[src/rtl/mdm_pkg.sv]
package mdm_pkg;

  // Line nibble bit positions (upper nibble of the status register)
  localparam int LN_CTS = 0;
  localparam int LN_DSR = 1;
  localparam int LN_RI  = 2;
  localparam int LN_DCD = 3;
  localparam int LN_W   = 4;

  // Control register bit positions
  localparam int CT_DTR  = 0;
  localparam int CT_RTS  = 1;
  localparam int CT_AUX1 = 2;
  localparam int CT_AUX2 = 3;
  localparam int CT_LOOP = 4;
  localparam int CT_W    = 5;

  // Reset values
  localparam logic [LN_W-1:0] LN_RST = 4'b1011;   // DCD, DSR, CTS asserted
  localparam logic [CT_W-1:0] CT_RST = 5'b01000;  // only AUX2 set

  // Loopback routing: control outputs seen as status inputs
  function automatic logic [LN_W-1:0] loop_map(input logic [CT_W-1:0] ct);
    logic [LN_W-1:0] m;
    m[LN_DCD] = ct[CT_AUX2];
    m[LN_RI]  = ct[CT_AUX1];
    m[LN_DSR] = ct[CT_DTR];
    m[LN_CTS] = ct[CT_RTS];
    return m;
  endfunction

endpackage

[src/rtl/mdm_sync.sv]
module mdm_sync #(
  parameter int                W       = 4,
  parameter int                STAGES  = 2,
  parameter logic [W-1:0]      RST_VAL = '0
) (
  input  logic         clk,
  input  logic         rst_n,
  input  logic [W-1:0] d_async,
  output logic [W-1:0] d_sync
);

  logic [W-1:0] stage_q [STAGES];

  for (genvar g = 0; g < STAGES; g++) begin : g_stage
    if (g == 0) begin : g_first
      always_ff @(posedge clk or negedge rst_n) begin
        if (!rst_n) stage_q[g] <= RST_VAL;
        else        stage_q[g] <= d_async;
      end
    end else begin : g_next
      always_ff @(posedge clk or negedge rst_n) begin
        if (!rst_n) stage_q[g] <= RST_VAL;
        else        stage_q[g] <= stage_q[g-1];
      end
    end
  end

  assign d_sync = stage_q[STAGES-1];

endmodule

[src/rtl/mdm_ctrl_reg.sv]
module mdm_ctrl_reg
  import mdm_pkg::*;
(
  input  logic            clk,
  input  logic            rst_n,
  input  logic            wr_en,
  input  logic [CT_W-1:0] wdata,
  output logic [CT_W-1:0] ctrl_q
);

  always_ff @(posedge clk or negedge rst_n) begin
    if (!rst_n)     ctrl_q <= CT_RST;
    else if (wr_en) ctrl_q <= wdata;
  end

  AST_CTRL_LOAD: assert property (@(posedge clk) disable iff (!rst_n)
    wr_en |=> ctrl_q == $past(wdata));

  AST_CTRL_HOLD: assert property (@(posedge clk) disable iff (!rst_n)
    !wr_en |=> $stable(ctrl_q));

endmodule

[src/rtl/mdm_status.sv]
module mdm_status
  import mdm_pkg::*;
(
  input  logic            clk,
  input  logic            rst_n,
  input  logic            hold,
  input  logic            clr,
  input  logic [LN_W-1:0] lines_in,
  output logic [LN_W-1:0] line_q,
  output logic [LN_W-1:0] delta_q
);

  logic [LN_W-1:0] diff;
  logic [LN_W-1:0] set_bits;

  always_comb begin
    diff = lines_in ^ line_q;
    set_bits = '0;
    set_bits[LN_DCD] = diff[LN_DCD];
    set_bits[LN_DSR] = diff[LN_DSR];
    set_bits[LN_CTS] = diff[LN_CTS];
    set_bits[LN_RI]  = line_q[LN_RI] & ~lines_in[LN_RI];
  end

  always_ff @(posedge clk or negedge rst_n) begin
    if (!rst_n) begin
      line_q  <= LN_RST;
      delta_q <= '0;
    end else if (!hold) begin
      line_q  <= lines_in;
      delta_q <= (clr ? '0 : delta_q) | set_bits;
    end
  end

  AST_RING_FALL_ONLY: assert property (@(posedge clk) disable iff (!rst_n)
    $rose(delta_q[LN_RI]) |-> ($past(line_q[LN_RI]) && !line_q[LN_RI]));

  AST_DELTA_STICKY: assert property (@(posedge clk) disable iff (!rst_n)
    (delta_q[LN_DCD] && !clr) |=> delta_q[LN_DCD]);

  AST_CLEAR_ON_READ: assert property (@(posedge clk) disable iff (!rst_n)
    (clr && !hold && lines_in == line_q) |=> delta_q == '0);

  AST_SET_BEATS_CLEAR: assert property (@(posedge clk) disable iff (!rst_n)
    (clr && !hold && lines_in[LN_CTS] != line_q[LN_CTS]) |=> delta_q[LN_CTS]);

  AST_LOOP_FREEZE: assert property (@(posedge clk) disable iff (!rst_n)
    hold |=> ($stable(line_q) && $stable(delta_q)));

endmodule

[src/rtl/mdm_line_unit.sv]
module mdm_line_unit
  import mdm_pkg::*;
#(
  parameter int ADDR_W      = 3,
  parameter int DATA_W      = 8,
  parameter int SYNC_STAGES = 2,
  parameter int CTRL_OFS    = 4,
  parameter int STAT_OFS    = 6
) (
  input  logic              clk,
  input  logic              rst_n,
  input  logic              reg_wr,
  input  logic              reg_rd,
  input  logic [ADDR_W-1:0] reg_addr,
  input  logic [DATA_W-1:0] reg_wdata,
  output logic [DATA_W-1:0] reg_rdata,
  input  logic              cts_in,
  input  logic              dsr_in,
  input  logic              dcd_in,
  input  logic              ri_in,
  output logic              rts_out,
  output logic              dtr_out,
  output logic              aux1_out,
  output logic              aux2_out,
  output logic              loop_out,
  output logic              status_chg
);

  localparam logic [ADDR_W-1:0] A_CTRL = ADDR_W'(CTRL_OFS);
  localparam logic [ADDR_W-1:0] A_STAT = ADDR_W'(STAT_OFS);
  localparam int                PAD_W  = DATA_W - CT_W;

  logic            sel_ctrl, sel_stat;
  logic            ctrl_wr, stat_clr;
  logic [CT_W-1:0] ctrl_q;
  logic [LN_W-1:0] raw_lines, sync_lines;
  logic [LN_W-1:0] line_q, delta_q;
  logic            unused_wdata_hi;

  assign sel_ctrl = (reg_addr == A_CTRL);
  assign sel_stat = (reg_addr == A_STAT);
  assign ctrl_wr  = reg_wr & sel_ctrl;
  assign stat_clr = reg_rd & sel_stat & ~ctrl_q[CT_LOOP];
  assign unused_wdata_hi = ^reg_wdata[DATA_W-1:CT_W];

  always_comb begin
    raw_lines         = '0;
    raw_lines[LN_DCD] = dcd_in;
    raw_lines[LN_RI]  = ri_in;
    raw_lines[LN_DSR] = dsr_in;
    raw_lines[LN_CTS] = cts_in;
  end

  mdm_sync #(
    .W       (LN_W),
    .STAGES  (SYNC_STAGES),
    .RST_VAL (LN_RST)
  ) u_sync (
    .clk     (clk),
    .rst_n   (rst_n),
    .d_async (raw_lines),
    .d_sync  (sync_lines)
  );

  mdm_ctrl_reg u_ctrl (
    .clk    (clk),
    .rst_n  (rst_n),
    .wr_en  (ctrl_wr),
    .wdata  (reg_wdata[CT_W-1:0]),
    .ctrl_q (ctrl_q)
  );

  mdm_status u_stat (
    .clk      (clk),
    .rst_n    (rst_n),
    .hold     (ctrl_q[CT_LOOP]),
    .clr      (stat_clr),
    .lines_in (sync_lines),
    .line_q   (line_q),
    .delta_q  (delta_q)
  );

  assign dtr_out    = ctrl_q[CT_DTR];
  assign rts_out    = ctrl_q[CT_RTS];
  assign aux1_out   = ctrl_q[CT_AUX1];
  assign aux2_out   = ctrl_q[CT_AUX2];
  assign loop_out   = ctrl_q[CT_LOOP];
  assign status_chg = |delta_q;

  always_comb begin
    reg_rdata = '0;
    if (sel_ctrl) begin
      reg_rdata = {{PAD_W{1'b0}}, ctrl_q};
    end else if (sel_stat) begin
      if (ctrl_q[CT_LOOP]) reg_rdata = DATA_W'({loop_map(ctrl_q), {LN_W{1'b0}}});
      else                 reg_rdata = DATA_W'({line_q, delta_q});
    end
  end

  AST_LOOP_NO_DELTA_READ: assert property (@(posedge clk) disable iff (!rst_n)
    (reg_rd && sel_stat && loop_out) |-> reg_rdata[LN_W-1:0] == '0);

  AST_STAT_WRITE_IGNORED: assert property (@(posedge clk) disable iff (!rst_n)
    (reg_wr && sel_stat && !reg_rd && loop_out) |=> $stable(delta_q));

endmodule

[config.mk]
export PLATFORM = sky130hd
export DESIGN_NAME = mdm_line_unit
export DESIGN_NICKNAME = d
export VERILOG_FILES = /design/src/rtl/mdm_pkg.sv /design/src/rtl/mdm_sync.sv /design/src/rtl/mdm_ctrl_reg.sv /design/src/rtl/mdm_status.sv /design/src/rtl/mdm_line_unit.sv
export SDC_FILE = /design/constraint.sdc
export NUM_CORES = 1
export LEC_CHECK = 0
export ABC_AREA = 1
export BUFFER_PORTS_ARGS = -buffer_cell sky130_fd_sc_hd__clkbuf_2
export CORE_ASPECT_RATIO = 1.1
export CORE_MARGIN = 2
export CORE_UTILIZATION = 40
export DETAILED_ROUTE_END_ITERATION = 10
export GPL_ROUTABILITY_DRIVEN = 0
export HOLD_SLACK_MARGIN = 0.12
export PLACE_DENSITY = 0.71
export SYNTH_ARGS = -nofsm -noshare
export SYNTH_HDL_FRONTEND = slang
export SYNTH_SLANG_ARGS = --single-unit
export TNS_END_PERCENT = 20
[constraint.sdc]
create_clock -name clk -period 1.51 [get_ports clk]
set_input_delay 0.3775 -clock clk [delete_from_list [all_inputs] [get_ports clk]]
set_output_delay 0.3775 -clock clk [all_outputs]
set_load 0.01 [all_outputs]
==> metrics.md <==
| Metric | Value |
|---|---|
| Portion of synthesized cell area occupied by the leading cell type | `28.61%` |
| Hpwl dp | `between 1000 and 1500 microns` |
| Maximum number of pins on one net before global-route repair | `22` |
| Root Buffer | `sky130_fd_sc_hd__clkbuf_4` |
| Sequential area share after synthesis | `55.92%` |
| Vertical extent of the die | `roughly 55 microns` |
| Clock-pin slew on the worst setup and hold paths | `110 ps` |
| Total DRC errors in the routed layout | `0` |
| Die width | `~50 microns` |
| Vias in the first global route | `769` |
| Worst setup margin | `-145.5 ps` |
| Number of nets in the synthesized netlist | `133` |
| Number of fillers in the final layout | `between 200 and 250` |
| Antenna diode count | `0` |
| Worst hold-check path type | `in -> reg` |
| Clock network fraction of design power | `20.8%` |
| Antenna violations before repair | `0` |
| Number of max-cap violations | `0` |
| Number of placement rows | `18` |
| Most common flop cell mapped by yosys | `sky130_fd_sc_hd__dfrtp_1` |
| Sequential fraction of design power | `between 50% and 60%` |
| Global-route wire length before repair | `3312 microns` |
| Clock Skews | `13.57 ps` |
| Clock latency of the later-clocked register in the worst-skew pair | `310 ps` |
| Fraction of layout instances using a drive strength above 1 | `40.13%` |
| Switching power | `0.4303 mW` |
| Port buffer count | `29` |
| # clock sinks | `21` |
| Category of cells accounting for the largest share of critical-path delay | `flip-flops` |
| Total wire length after detailed routing | `roughly 1900 microns` |
| Overall die area | `2814 sq um` |
| Slowest-stage cell, CP | `sky130_fd_sc_hd__dfrtp_1` |
| Relative slew margins | `approximately 67%` |
| Cell with the most instances after synthesis | `sky130_fd_sc_hd__nand2_1` |
| Synthesized flop and latch total | `21` |
| DRT iter0 DRCs | `20` |
| DRT Pass-1 Iters | `4` |
| Run status | `finished, violations left` |
| Maximum root-to-sink buffer count | `2` |
| Area taken by multi-input logic gates | `362.8 sq um` |
| Internal power | `0.9205 mW` |
| Average routed wire per standard cell | `10.18 microns` |
| Max-slew violation total from the final report | `0` |
| Final Cycle Share | `109.6%` |
| Biggest fanout along the worst timing path | `6` |
| CP max stage delay | `440 ps` |
| Endpoints failing hold | `0` |
| Total via count in the routed design | `roughly 900` |
| Effective utilization at floorplan | `a little over two fifths` |
| Worst IR drop on VDD | `~0.0007 V` |
| Number of synthesized flops with an enable pin | `0` |
| Unique cell type count in the Yosys netlist | `15` |
| Critical Path Sink Type | `primary output` |
| Tmin final | `between 1500 and 2000 ps` |
| Area of the placeable core | `2275 sq um` |
| Detail Route met3 WL | `71 microns` |
| Critical path data arrival time | `1280 ps` |
| Instance count on the critical path | `5` |
| Highest clock rate | `604.1 MHz` |
| CTS tree | `yes` |
| Num CTS Buffers | `3` |
| Library cell occupying the most area in the post-synthesis netlist | `sky130_fd_sc_hd__dfrtp_1` |
| Critical-path cell list | `buf_4, o21ai_1, nand2_1, inv_1, clkbuf_2` |
| Overall global routing resource usage | `15.06%` |
| Detailed-route wire length on metal 1 | `870 microns` |
| Violated checks | `negative setup slack` |
| Logic gate share of total power | `25.8%` |
| Detailed route wirelength on metal2 | `938 microns` |
| Startpoint kind of the worst setup timing path | `register` |
| Reg area | `~540 sq um` |
| Dpl cells | `176` |
| Setup WS pre-CTS | `-2.166 ps` |
| Commonest cells post-synth | `sky130_fd_sc_hd__nand2_1 (49), sky130_fd_sc_hd__dfrtp_1 (11), sky130_fd_sc_hd__inv_1 (11)` |
| RSZ-0062 raised after global routing | `true` |
| Area growth, synth to finish | `32.25%` |
| Synthesized instance count | `around 110` |
| Power Dens Cells | `approximately 1100 nW/um^2` |
| Async set-reset flop share out of synthesis | `100.0%` |
| Final layout net count | `177` |
| Number of nets still failing antenna checks after routing | `0` |
| Cell depth of the worst hold path | `1` |
| Boundary pin count | `33` |
| Required arrival time at the worst endpoint | `1130 ps` |
| Post-route insts no fill | `187` |
| Buf/Inv on CP | `3` |
| Number of cells traversed by the worst register-to-register path | `5` |
| Post-detailed-route via-to-cell ratio | `4.684` |
| Total gr overflow | `0` |
| Worst Setup Path Type | `reg -> out` |
| Count of final setup violators | `8` |
| Syn. warnings | `0` |
| Leakage power summed over all cells | `0.6957 nW` |
| Transition at the pin with the smallest max-transition slack | `roughly 500 ps` |
| Count of H-tree levels built during CTS | `1` |
| Post-Syn Area per Cell | `8.440 sq um` |
| Top routing layer used | `met4` |
| Post-Syn Area | `between 900 and 1000 sq um` |
| Synth top area cells | `sky130_fd_sc_hd__dfrtp_1 (29%), sky130_fd_sc_hd__dfstp_2 (27%), sky130_fd_sc_hd__nand2_1 (19%)` |
| Sw Share | `31.86%` |
-- kinds of logic after synthesis --
group / share of synthesized area (%)
buffers and inverters: 6.761
AO/OA/AOI/OAI: 3.641
flip-flops: 55.92
AND/OR/NAND/NOR: 33.68
-- flip-flops by register name, summed over array words and instances, names as in the netlist --
signal and flops:
u_ctrl.ctrl_q 5, u_stat.delta_q 4, u_stat.line_q 4, u_sync.d_sync 4
u_sync.stage_q 4
-- power by group through the flow --
stage / clock network, mW / registers (mW) / logic (mW)
floorplan: 0 / 0.725 / 0.171
global placement: 0 / 0.724 / 0.291
detailed placement: 0 / 0.729 / 0.297
CTS: 0.287 / 0.721 / 0.347
global route: 0.313 / 0.734 / 0.396
finish: 0.280 / 0.722 / 0.349
-- per-stage QoR --
step	instance area [sq um]	power [mW]	setup TNS [ps]	hold slack, ps	utilization (%)
3_5_place_dp	1170	1.026	-2.461	344.0	51.43
5_1_grt	1272	1.443	-1286	124.4	55.94
2_1_floorplan	962.2	0.8962	0	81.91	-
6_report	1272	1.351	-673.1	142.4	55.94
4_1_cts	1259	1.354	-729.4	121.8	55.34
3_3_place_gp	1170	1.015	0	333.2	51.43
-- metal layers --
metal	vias up	track usage [%]
met5	-	0
met4	0	6.950
met3	4	1.622
met2	20	25.00
met1	409	19.50
li1	443	-
-- cell usage in the layout, fill, tap and decap left out, types with 2 or more instances in the layout --
cell type,instances
sky130_fd_sc_hd__nand2_1,49
sky130_fd_sc_hd__clkbuf_2,27
sky130_fd_sc_hd__dfrtp_1,11
sky130_fd_sc_hd__dfstp_2,10
sky130_fd_sc_hd__nand3_1,9
sky130_fd_sc_hd__inv_1,8
sky130_fd_sc_hd__buf_4,8
sky130_fd_sc_hd__nand4_1,5
sky130_fd_sc_hd__o21ai_0,4
sky130_fd_sc_hd__inv_2,3
sky130_fd_sc_hd__nor2_1,3
sky130_fd_sc_hd__clkbuf_4,3
sky130_fd_sc_hd__dlygate4sd3_1,3
sky130_fd_sc_hd__nor2_4,2
sky130_fd_sc_hd__o21ai_1,2
sky130_fd_sc_hd__buf_2,2
sky130_fd_sc_hd__buf_6,2
-- worst paths after layout --
check	start	endpoint	slack, ps
min reg2reg	u_sync.stage_q[7]	u_sync.d_sync[3]	360
max	u_ctrl.ctrl_q[4]	reg_rdata[5]	-150
max reg2reg	u_ctrl.ctrl_q[4]	u_stat.delta_q[3]	440
min	dcd_in	u_sync.stage_q[7]	140
min in group asynchronous	rst_n	u_stat.delta_q[2]	540
max in group asynchronous	rst_n	u_ctrl.ctrl_q[3]	600
-- cell type report --
type	count	share of cell area, %
Sequential cell	21	42.28
Multi-Input combinational cell	78	28.52
Timing Repair Buffer	42	20.26
Inverter	12	3.638
Tap cell	30	2.950
Clock buffer	3	1.770
Clock inverter	1	0.5900
-- timing repair --
item | 4_1_cts | 5_1_grt
gates cloned | 0 | 0
hold buffers | 2 | 1
resized for setup | 8 | 4
buffers inserted | 4 | 0
hold endpoints to repair | 12 | 1
setup endpoints to repair | 8 | 9
pin swaps | 1 | 1
Note: power is estimated with default switching activity, not from simulation.
